`src/rtl/tx_bd_poller.sv`:
```
module tx_bd_poller #(
  parameter int NDESC = 8,
  parameter int POLL  = 128,
  parameter int LW    = 16,
  parameter int SW    = 4,
  localparam int IW   = $clog2(NDESC)
) (
  input  logic          clk,
  input  logic          rst_n,
  input  logic          tx_en,
  input  logic          ser_tick,
  input  logic          demand,
  input  logic          gstop_cmd,
  input  logic          restart_cmd,
  input  logic          dw_en,
  input  logic [IW-1:0] dw_idx,
  input  logic [5:0]    dw_flags,
  input  logic [LW-1:0] dw_len,
  input  logic [IW-1:0] dr_idx,
  output logic [5:0]    dr_flags,
  output logic [LW-1:0] dr_len,
  output logic [SW-1:0] dr_status,
  output logic          buf_valid,
  output logic [IW-1:0] buf_idx,
  output logic [LW-1:0] buf_len,
  output logic          buf_last,
  output logic          buf_pad,
  output logic          buf_crc,
  input  logic          buf_done,
  input  logic          buf_coll,
  input  logic [SW-1:0] fr_status,
  output logic          irq,
  output logic          gsc,
  output logic [IW-1:0] cur_idx
);
  localparam int PCW = $clog2(POLL + 1);

  typedef enum logic [1:0] {S_IDLE, S_SEND, S_HALT} st_t;

  st_t             st;
  logic [NDESC-1:0] rdy, lst, ien, pdf, crf, wrp;
  logic [LW-1:0]   blen [NDESC];
  logic [SW-1:0]   bsts [NDESC];
  logic [IW-1:0]   cur, first;
  logic [PCW-1:0]  pcnt;
  logic            kick, stop_pend, retry, irq_q;

  wire poll_due  = ser_tick && (pcnt == PCW'(POLL - 1));
  wire poll_now  = tx_en && (st == S_IDLE) && (kick || demand || poll_due);
  wire halt_now  = gstop_cmd && !restart_cmd && (cur == first);
  wire take      = poll_now && (rdy[cur] || retry);
  wire fin       = (st == S_SEND) && buf_done;
  wire ok        = fin && !buf_coll;
  wire stop_here = (stop_pend || gstop_cmd) && !restart_cmd && (buf_coll || lst[cur]);
  wire [IW-1:0] nxt = (wrp[cur] || cur == IW'(NDESC - 1)) ? '0 : cur + 1'b1;

  assign buf_valid = (st == S_SEND);
  assign buf_idx   = cur;
  assign buf_len   = blen[cur];
  assign buf_last  = lst[cur];
  assign buf_pad   = pdf[cur];
  assign buf_crc   = crf[cur];
  assign irq       = irq_q;
  assign gsc       = (st == S_HALT);
  assign cur_idx   = cur;
  assign dr_flags  = {wrp[dr_idx], crf[dr_idx], pdf[dr_idx], ien[dr_idx], lst[dr_idx], rdy[dr_idx]};
  assign dr_len    = blen[dr_idx];
  assign dr_status = bsts[dr_idx];

  always_ff @(posedge clk or negedge rst_n) begin
    if (!rst_n) begin
      rdy <= '0; lst <= '0; ien <= '0; pdf <= '0; crf <= '0; wrp <= '0;
      for (int i = 0; i < NDESC; i++) begin
        blen[i] <= '0;
        bsts[i] <= '0;
      end
    end else begin
      if (dw_en) begin
        rdy[dw_idx]  <= dw_flags[0];
        lst[dw_idx]  <= dw_flags[1];
        ien[dw_idx]  <= dw_flags[2];
        pdf[dw_idx]  <= dw_flags[3];
        crf[dw_idx]  <= dw_flags[4];
        wrp[dw_idx]  <= dw_flags[5];
        blen[dw_idx] <= dw_len;
      end
      if (ok) begin
        rdy[cur] <= 1'b0;
        if (lst[cur]) bsts[cur] <= fr_status;
      end
    end
  end

  always_ff @(posedge clk or negedge rst_n) begin
    if (!rst_n) begin
      st <= S_IDLE; cur <= '0; first <= '0; pcnt <= '0;
      kick <= 1'b0; stop_pend <= 1'b0; retry <= 1'b0; irq_q <= 1'b0;
    end else begin
      irq_q <= ok && ien[cur];
      if (!tx_en || st != S_IDLE || poll_now) pcnt <= '0;
      else if (ser_tick) pcnt <= pcnt + 1'b1;
      if (poll_now) kick <= 1'b0;
      if (restart_cmd) stop_pend <= 1'b0;
      case (st)
        S_IDLE: begin
          if (halt_now) st <= S_HALT;
          else begin
            if (gstop_cmd && !restart_cmd) stop_pend <= 1'b1;
            if (take) st <= S_SEND;
          end
        end
        S_SEND: begin
          if (fin) begin
            kick <= 1'b1;
            if (buf_coll) begin
              cur   <= first;
              retry <= 1'b1;
            end else begin
              cur <= nxt;
              if (lst[cur]) begin
                first <= nxt;
                retry <= 1'b0;
              end
            end
            if (stop_here) begin
              st <= S_HALT;
              stop_pend <= 1'b0;
            end else st <= S_IDLE;
          end else if (gstop_cmd && !restart_cmd) stop_pend <= 1'b1;
        end
        S_HALT: begin
          if (restart_cmd) begin
            st   <= S_IDLE;
            kick <= 1'b1;
          end
        end
        default: st <= S_IDLE;
      endcase
    end
  end

  a_r1_poll_cause: assert property (@(posedge clk) disable iff (!rst_n)
    $rose(buf_valid) |-> $past(kick || demand || ser_tick));

  a_r2_demand: assert property (@(posedge clk) disable iff (!rst_n)
    (tx_en && st == S_IDLE && demand && rdy[cur] && !gstop_cmd && !restart_cmd) |=> buf_valid);

  a_r3_ready_cleared: assert property (@(posedge clk) disable iff (!rst_n)
    ok |=> !rdy[$past(cur)]);

  a_r4_status_kept: assert property (@(posedge clk) disable iff (!rst_n)
    (ok && lst[cur]) |=> bsts[$past(cur)] == $past(fr_status));

  a_r5_irq_flag: assert property (@(posedge clk) disable iff (!rst_n)
    (fin && !(ien[cur] && !buf_coll)) |=> !irq);

  a_r5_irq_cause: assert property (@(posedge clk) disable iff (!rst_n)
    irq |-> $past(ok));

  a_r6_coll_rewind: assert property (@(posedge clk) disable iff (!rst_n)
    (fin && buf_coll) |=> (cur_idx == $past(first)));

  a_r7_wrap: assert property (@(posedge clk) disable iff (!rst_n)
    (ok && wrp[cur]) |=> (cur_idx == '0));

  a_r8_stay_halted: assert property (@(posedge clk) disable iff (!rst_n)
    (gsc && !restart_cmd) |=> (gsc && !buf_valid));

  a_r9_restart: assert property (@(posedge clk) disable iff (!rst_n)
    (gsc && restart_cmd) |=> !gsc);
endmodule

```
`config.mk`:
```
export PLATFORM = sky130hd
export DESIGN_NAME = tx_bd_poller
export DESIGN_NICKNAME = d
export VERILOG_FILES = /design/src/rtl/tx_bd_poller.sv
export SDC_FILE = /design/constraint.sdc
export NUM_CORES = 1
export LEC_CHECK = 0
export BUFFER_PORTS_ARGS = -buffer_cell sky130_fd_sc_hd__buf_2
export CAP_MARGIN = 30
export CORE_UTILIZATION = 45
export DETAILED_ROUTE_END_ITERATION = 12
export GPL_ROUTABILITY_DRIVEN = 0
export HOLD_SLACK_MARGIN = 0.1
export SETUP_SLACK_MARGIN = 0.02
export SYNTH_ARGS = -nofsm -noshare
export SYNTH_HDL_FRONTEND = slang
export SYNTH_SLANG_ARGS = --single-unit
```
`constraint.sdc`:
```
create_clock -name clk -period 4.5 [get_ports clk]
set_input_delay 0.9 -clock clk [delete_from_list [all_inputs] [get_ports clk]]
set_output_delay 0.9 -clock clk [all_outputs]
set_load 0.02 [all_outputs]
```
# [Word level (Yosys, flattened, before mapping)]
# Cells that the tools add are included.
# W data, S select, Z words.
[op_classes] addsub=2 mul=0 n_div=0 n_lt_le_gt_ge=10 eq_ne=8 n_shift=0 n_mux=73 bitwise=6 n_reduce_logical=35
[ops] op="$bwmux W128" count=1
[ops] op="$bmux W16 S3" count=2
[ops] op="$mux W16" count=5
[ops] op="$bwmux W8" count=6
[ops] op="$demux W16 S3" count=1
[ops] op="$bmux W1 S3" count=12
[ops] op="$bwmux W32" count=1
[ops] op="$mux W8" count=4
[ops] op="$mux W1" count=24
[ops] op="$logic_and A1 B1 Y1" count=15
[ops] op="$bmux W4 S3" count=1
[ops] op="$demux W4 S3" count=1
[ops] op="$ge A4 B4 Y1 const B" count=3
[ops] op="$lt A3 B4 Y1 const B" count=3
[ops] op="$mux W4" count=3
[ops] op="$not A3 Y4" count=3
[ops] op="$mux W2" count=5
[ops] op="$add A8 B1 Y8 const B" count=1
[ops] op="$and A8 B8 Y8" count=1
[ops] op="$eq A8 B7 Y1 const B" count=1
[ops] op="$logic_or A1 B1 Y1" count=8
[ops] op="$lt A4 B1 Y1 const B" count=2
[ops] op="$not A8 Y8" count=1
[ops] op="$demux W1 S3" count=2
[ops] op="other kinds (19)" count=28
[totals] reg_bits=228 latch_bits=0 mem_bits_rw=0 rom_bits=0 input_bits=42 output_inout_bits=54 elab_cells=164 n_memories=0

# [Longest topological paths before layout]
# Gate-level depths: netlist of run 1.
[depth] depth_word=8 depth_mapped=8 ltp_nobuf=7

# [Worst setup path after synthesis of run 1]
# OpenSTA, ideal clock, no wires.
[synth_path] path_type="in2out" startpoint="in dr_idx[0]" endpoint="out dr_flags[0]" arrival_time_ns=2.301 t_required_ns=3.600 slack_ns=1.299 stages=4 n_path_buf=2 cell_sequence="clkbuf_1 -> buf_2 -> mux4_2 -> mux2_2"
[synth_between] elab_chain_cells=2
[synth_lines] item="start, declared" line="19" text="input logic [IW-1:0] dr_idx,"
[synth_lines] item="$bmux W1 S3" line="66" text="assign dr_flags = {wrp[dr_idx], crf[dr_idx], pdf[dr_idx], ien[dr_idx], lst[dr_idx], rdy[dr_idx]};"
[synth_lines] item="$mux W1 (not written as such)" line="66"
[synth_lines] item="end, declared" line="20" text="output logic [5:0] dr_flags,"
# No other way between the ends. The select of a mux whose other input is x is not followed.

# [Worst setup path in the final report of run 1]
[layout_path] startpoint="reg cur[1], in the netlist buf_idx[1]" endpoint="out buf_len[10]"
[layout_between] elab_chain_cells=4
[layout_lines] item="start, declared" line="44" text="logic [IW-1:0] cur, first;"
[layout_lines] item="start signal, assigned" line="116" text="cur <= first;"
[layout_lines] item="start signal, assigned" line="119" text="cur <= nxt;"
[layout_lines] item="$not A3 Y4 (not written as such)" line="59" text="assign buf_len = blen[cur];"
[layout_lines] item="$bmux W16 S3" line="59"
[layout_lines] item="$mux W16 (not written as such) (2 in series)" line="59"
[layout_lines] item="end, declared" line="25" text="output logic [LW-1:0] buf_len,"
# No other way between the ends. The select of a mux whose other input is x is not followed.

==> flow_summary.toml, run 1 <==
[status]
outcome = "finished, final reports clean"

[cells_and_area]
multiInputGateArea_um2 = 5620
area_delta_synth_final_pct = 16.4
layout-drive-gt1-share = 0.496
diodes = 0
final_nets = 977
fin_util = 0.535
mostFrequentLayoutCells = "dfrtp_1, mux2_2, buf_2, a22oi_1, mux4_2"
fillerInstances = 2127
layout_commonest_cell = "dfrtp_1"
regArea_um2 = 5710

[timing]
fmax_mhz = 259
setup_viol = 0
holdWs_ns = 0.385
period_share = 0.858
hold_viol_final = 0
worst_pin_slew_ns = 0.935
rsz0062_at_grt = "false"
fin_skew_ns = 0.00759
min_period_ns = 3.86
slew_viol_final = 0
relSlewSlack = 0.377
fin_tns_setup_ns = 0

[floorplanning]
die_w_um = 162
core_um2 = 25200
initial_utilization = 0.460
fp.dieH_um = 162
pin_count = 96
std_cell_rows = 58
die_area_um2 = 26400

[clock_tree]
path_clk_slew_ns = 0.06
ctsHoldBuffers = 0
post_cts_buffers = 0
cts_buffers = 27
cts-root-buf = "clkbuf_16"
worstSkewPairLatency_ns = 0.53
h-tree-depth = 1
cts.sinks = 228
tritoncts = "yes"
cts_resized = 0
cts_buffer_depth = 3

[routing]
drt-total-wl_um = 29900
drc = 0
vias_per_cell = 6.13
drtAntennaViolNets = 0
vias = 7840
firstDrtPassIters = 5
wl_per_cell_um = 23.4
dr.first_iter.drc_count = 582

[grt]
grt-ovfl-total = 0
grt_pass1_vias = 8009
grt_pass1_wl_um = 47800
grt_max_degree = 94
antenna_found_initial = 1
grtUsageTotal = 0.236

[yosys]
yosysSeqAreaShare = 0.493
synthDistinctLibCells = 52
netlist_area_um2 = 11600
synthesis.instances = 832
synthArstFlopShare = 1.00
syn-num-nets = 880
yosysWarnings = 0
synth-edff-count = 0
synthFlopType = "dfrtp_1"
yosys_register_bits = 228
post_synth.cell_area_avg_um2 = 13.9

[worst_setup_path]
start_kind = "flip-flop"
r2r_slack_ns = 1.39
critical-path-top-delay-family = "simple AND/OR/NAND/NOR gates"
cp.buffers_inverters = 3
end_kind = "output pin"
worstPathArrival_ns = 2.96
path_class = "reg -> out"
cp_slowest_cell = "nor3b_4"
critPathMaxFanout = 13
worstPathCellList = "buf_4, nor3b_4, buf_4, a22o_1, a221oi_1, nand3_1, buf_2"
critical_path_required_ns = 3.60
crit_top_cell = "buf_4"
cpPeakStageDelay_ns = 0.71

[power_and_ir_drop]
powerDensity_nw_per_um2 = 512
peakVddDrop_uv = 259
power.static_leakage_nw = 5.79
report.power.total_mw = 6.90

[placed_design]
hpwl_um = 18700
io_buffers = 95

[worst_hold_path]
hp-class = "in -> async"

[flow_run]
cap_viol_max_count = 0
-- synthesized netlist by cell type, types with 3 or more instances --
| master | n | area (um^2) |
|---|---|---|
| a22oi_1 | 64 | 480 |
| mux2i_1 | 15 | 150 |
| nand4_1 | 18 | 113 |
| inv_1 | 8 | 30.0 |
| nor3b_1 | 4 | 30.0 |
| buf_2 | 14 | 70.1 |
| buf_4 | 3 | 22.5 |
| nand2_1 | 20 | 75.1 |
| ha_1 | 6 | 75.1 |
| nand3b_1 | 3 | 22.5 |
| a221oi_1 | 7 | 61.3 |
| nor2b_1 | 3 | 18.8 |
| nor3_1 | 4 | 20.0 |
| buf_1 | 7 | 26.3 |
| clkbuf_1 | 36 | 135 |
| nand4b_1 | 3 | 26.3 |
| dfrtp_1 | 228 | 5710 |
| mux2_4 | 9 | 135 |
| o21ai_0 | 10 | 50.1 |
| o31ai_1 | 3 | 22.5 |
| mux4_2 | 52 | 1170 |
| xor2_1 | 3 | 26.3 |
| nor2_1 | 24 | 90.1 |
| xnor2_1 | 7 | 61.3 |
| a21oi_1 | 13 | 65.1 |
| mux2_2 | 218 | 2450 |
| a22o_1 | 8 | 70.1 |
| nand3_1 | 10 | 50.1 |
-- logic make-up (layout without fill, tap and decap cells) --
logic type,count (synthesis),in the layout,synth area share
mux,294,294,0.338
fa+ha+maj,6,6,0.00648
buf+inv,70,187,0.0265
flops,228,228,0.493
simple gates,103,103,0.0515
compound gates,121,121,0.0777
xor+xnor,10,10,0.00756
-- where the power goes --
group,total (mW),switching [mW],internal [mW]
combinational,1.87,0.962,0.906
clock,2.24,0.856,1.39
sequential,2.79,0.336,2.46
-- registers in the layout, summed over array words and instances, names as in the netlist --
register and flops:
retry 1, first 3, st 2, stop_pend 1, buf_idx 3, pdf 8, wrp 8, crf 8
kick 1, rdy 8, ien 8, lst 8, pcnt 8, bsts 32, irq 1, blen 128
-- metrics by stage --
step	instances	cell area [um^2]	setup slack (ns)
finish	1279	13500	0.639
global route	1279	13500	0.597
CTS	1279	13500	0.653
detailed placement	1230	12600	0.929
global placement	1229	12500	0.951
floorplan	832	11600	1.30
-- metal layers --
metal / wire length, um / global-route usage / part of all wire
met1: 13600 / 0.344 / 0.45
met2: 14100 / 0.374 / 0.47
met3: 1680 / 0.0326 / 0.056
met4: 556 / 0.0545 / 0.019
met5: 11 / 0 / 0.00037
-- path summary, 6_finish.rpt --
check | startpoint | endpoint | depth (start not counted)
min reg2reg | bsts[16]$_DFFE_PN0P_ | bsts[16]$_DFFE_PN0P_ | 1
max in group asynchronous | rst_n | bsts[15]$_DFFE_PN0P_ | 2
min in group clk | bsts[16]$_DFFE_PN0P_ | bsts[16]$_DFFE_PN0P_ | 1
min | rst_n | bsts[26]$_DFFE_PN0P_ | 1
max reg2reg | buf_idx[1]$_DFFE_PN0P_ | bsts[17]$_DFFE_PN0P_ | 7
max | buf_idx[1]$_DFFE_PN0P_ | buf_len[10] | 7
-- area by class of cell --
class	instances	share of cell area
Clock inverter	11	0.0101
Sequential cell	228	0.423
Timing Repair Buffer	130	0.0588
Multi-Input combinational cell	534	0.417
Tap cell	330	0.0306
Inverter	8	0.00223
Clock buffer	38	0.0584
Power figures use the tool's default switching activity.
==> run 2, diff against run 1 <==
- CELL_PAD_IN_SITES_DETAIL_PLACEMENT: not set -> 1
- CELL_PAD_IN_SITES_GLOBAL_PLACEMENT: not set -> 1
- PLACE_DENSITY_LB_ADDON: not set -> 0.1
==> flow_summary.toml, run 2 (synthesis gave the netlist of run 1 again) <==
[status]
outcome = "finished, final reports clean"

[worst_setup_path]
critical_path_required_ns = 3.60
cp_slowest_cell = "dfrtp_1"
critical-path-top-delay-family = "flip-flops"
end_kind = "output pin"
path_class = "reg -> out"
cp-startpoint = "buf_idx[0]$_DFFE_PN0P_"
cp.buffers_inverters = 2
start_kind = "flip-flop"
r2r_cells = 7
cpPeakStageDelay_ns = 0.98
worstPathCellList = "nand2_1, nor2_1, buf_4, a221oi_1, nand3_1, buf_2"
critPathMaxFanout = 26
reg2reg_from = "buf_idx[0]$_DFFE_PN0P_"
worst-path-stages = 6
worstPathArrival_ns = 2.98
r2r_slack_ns = 1.49
crit_end = "buf_len[14]"
r2r_end = "bsts[17]$_DFFE_PN0P_"

[clock_tree]
cts_buffer_depth = 3
cts.sinks = 228
cts-root-buf = "clkbuf_16"
ctsHoldBuffers = 0
tritoncts = "yes"
path_clk_slew_ns = 0.06
h-tree-depth = 1
cts_buffers = 26
post_cts_buffers = 0
cts_resized = 0
worstSkewPairLatency_ns = 0.53

[floorplanning]
core_um2 = 25200
die_area_um2 = 26400
fp.dieH_um = 162
pin_count = 96
die_w_um = 162
std_cell_rows = 58
initial_utilization = 0.460

[cells_and_area]
regMostFlops = "blen"
fin_util = 0.532
diodes = 0
finalInstanceArea_um2 = 13400
layout-drive-gt1-share = 0.491
layout_commonest_cell = "dfrtp_1"
fin_cells = 1270
top_regs = "blen x128, bsts x32"
mostFrequentLayoutCells = "dfrtp_1, mux2_2, buf_2, a22oi_1, mux4_2"
largest_reg_flops = 128
area_delta_synth_final_pct = 15.6
final_nets = 971

[power_and_ir_drop]
powerDensity_nw_per_um2 = 514
power.static_leakage_nw = 5.75
peakVddDrop_uv = 269
report.power.total_mw = 6.88

[timing]
setup_ws_ns = 0.615
setup_viol = 0
slew_viol_final = 0
rsz0062_at_grt = "false"
holdWs_ns = 0.468
relSlewSlack = 0.335
worst_pin_slew_ns = 0.997
fin_tns_setup_ns = 0
period_share = 0.863
fin_skew_ns = 0.00865
hold_viol_final = 0
fmax_mhz = 257
min_period_ns = 3.88

[grt]
antenna_found_initial = 0
grt_max_degree = 115
grt_pass1_vias = 8800
grt_pass1_wl_um = 51600
grtUsageTotal = 0.256
grt-ovfl-total = 0

[routing]
vias = 7941
wl_per_cell_um = 25.7
dr.first_iter.drc_count = 439
drtAntennaViolNets = 0
firstDrtPassIters = 6
drc = 0
drt-total-wl_um = 32700
vias_per_cell = 6.25

[placed_design]
io_buffers = 95
dpl_cell_area_um2 = 12500
placedCellCount = 1225
hpwl_um = 19800
dp_slack_ns = 0.904

[flow_run]
cap_viol_max_count = 0

[worst_hold_path]
hp-class = "in -> async"
-- run 2: layer usage --
layer / GRT usage / part of all wire
met5: 0 / 0
met4: 0.0768 / 0.023
met3: 0.0367 / 0.054
met2: 0.422 / 0.49
met1: 0.352 / 0.43
-- run 2: layout make-up --
cell class	count	area, um^2
Fill cell	2464	11800
Clock inverter	11	130
Timing Repair Buffer	125	751
Tap cell	330	413
Inverter	8	30.0
Multi-Input combinational cell	534	5610
Sequential cell	228	5710
Clock buffer	34	752
-- run 2: report_power, final --
part	switching [mW]	internal (mW)
Clock	0.827	1.34
Sequential	0.360	2.46
Combinational	0.996	0.902
Total	2.18	4.69
-- run 2: worst min path at each step --
stage                                     end  depth (start not counted)           startpoint  slack (ns)
after floorplan                kick$_DFF_PN0_                          1       kick$_DFF_PN0_        0.47
after global placement    bsts[4]$_DFFE_PN0P_                          1  bsts[4]$_DFFE_PN0P_        0.48
after detailed placement  bsts[7]$_DFFE_PN0P_                          1  bsts[7]$_DFFE_PN0P_        0.49
after CTS                 stop_pend$_DFF_PN0_                          1                rst_n        0.49
after global routing      bsts[8]$_DFFE_PN0P_                          1  bsts[8]$_DFFE_PN0P_        0.52
final                     stop_pend$_DFF_PN0_                          1                rst_n        0.47
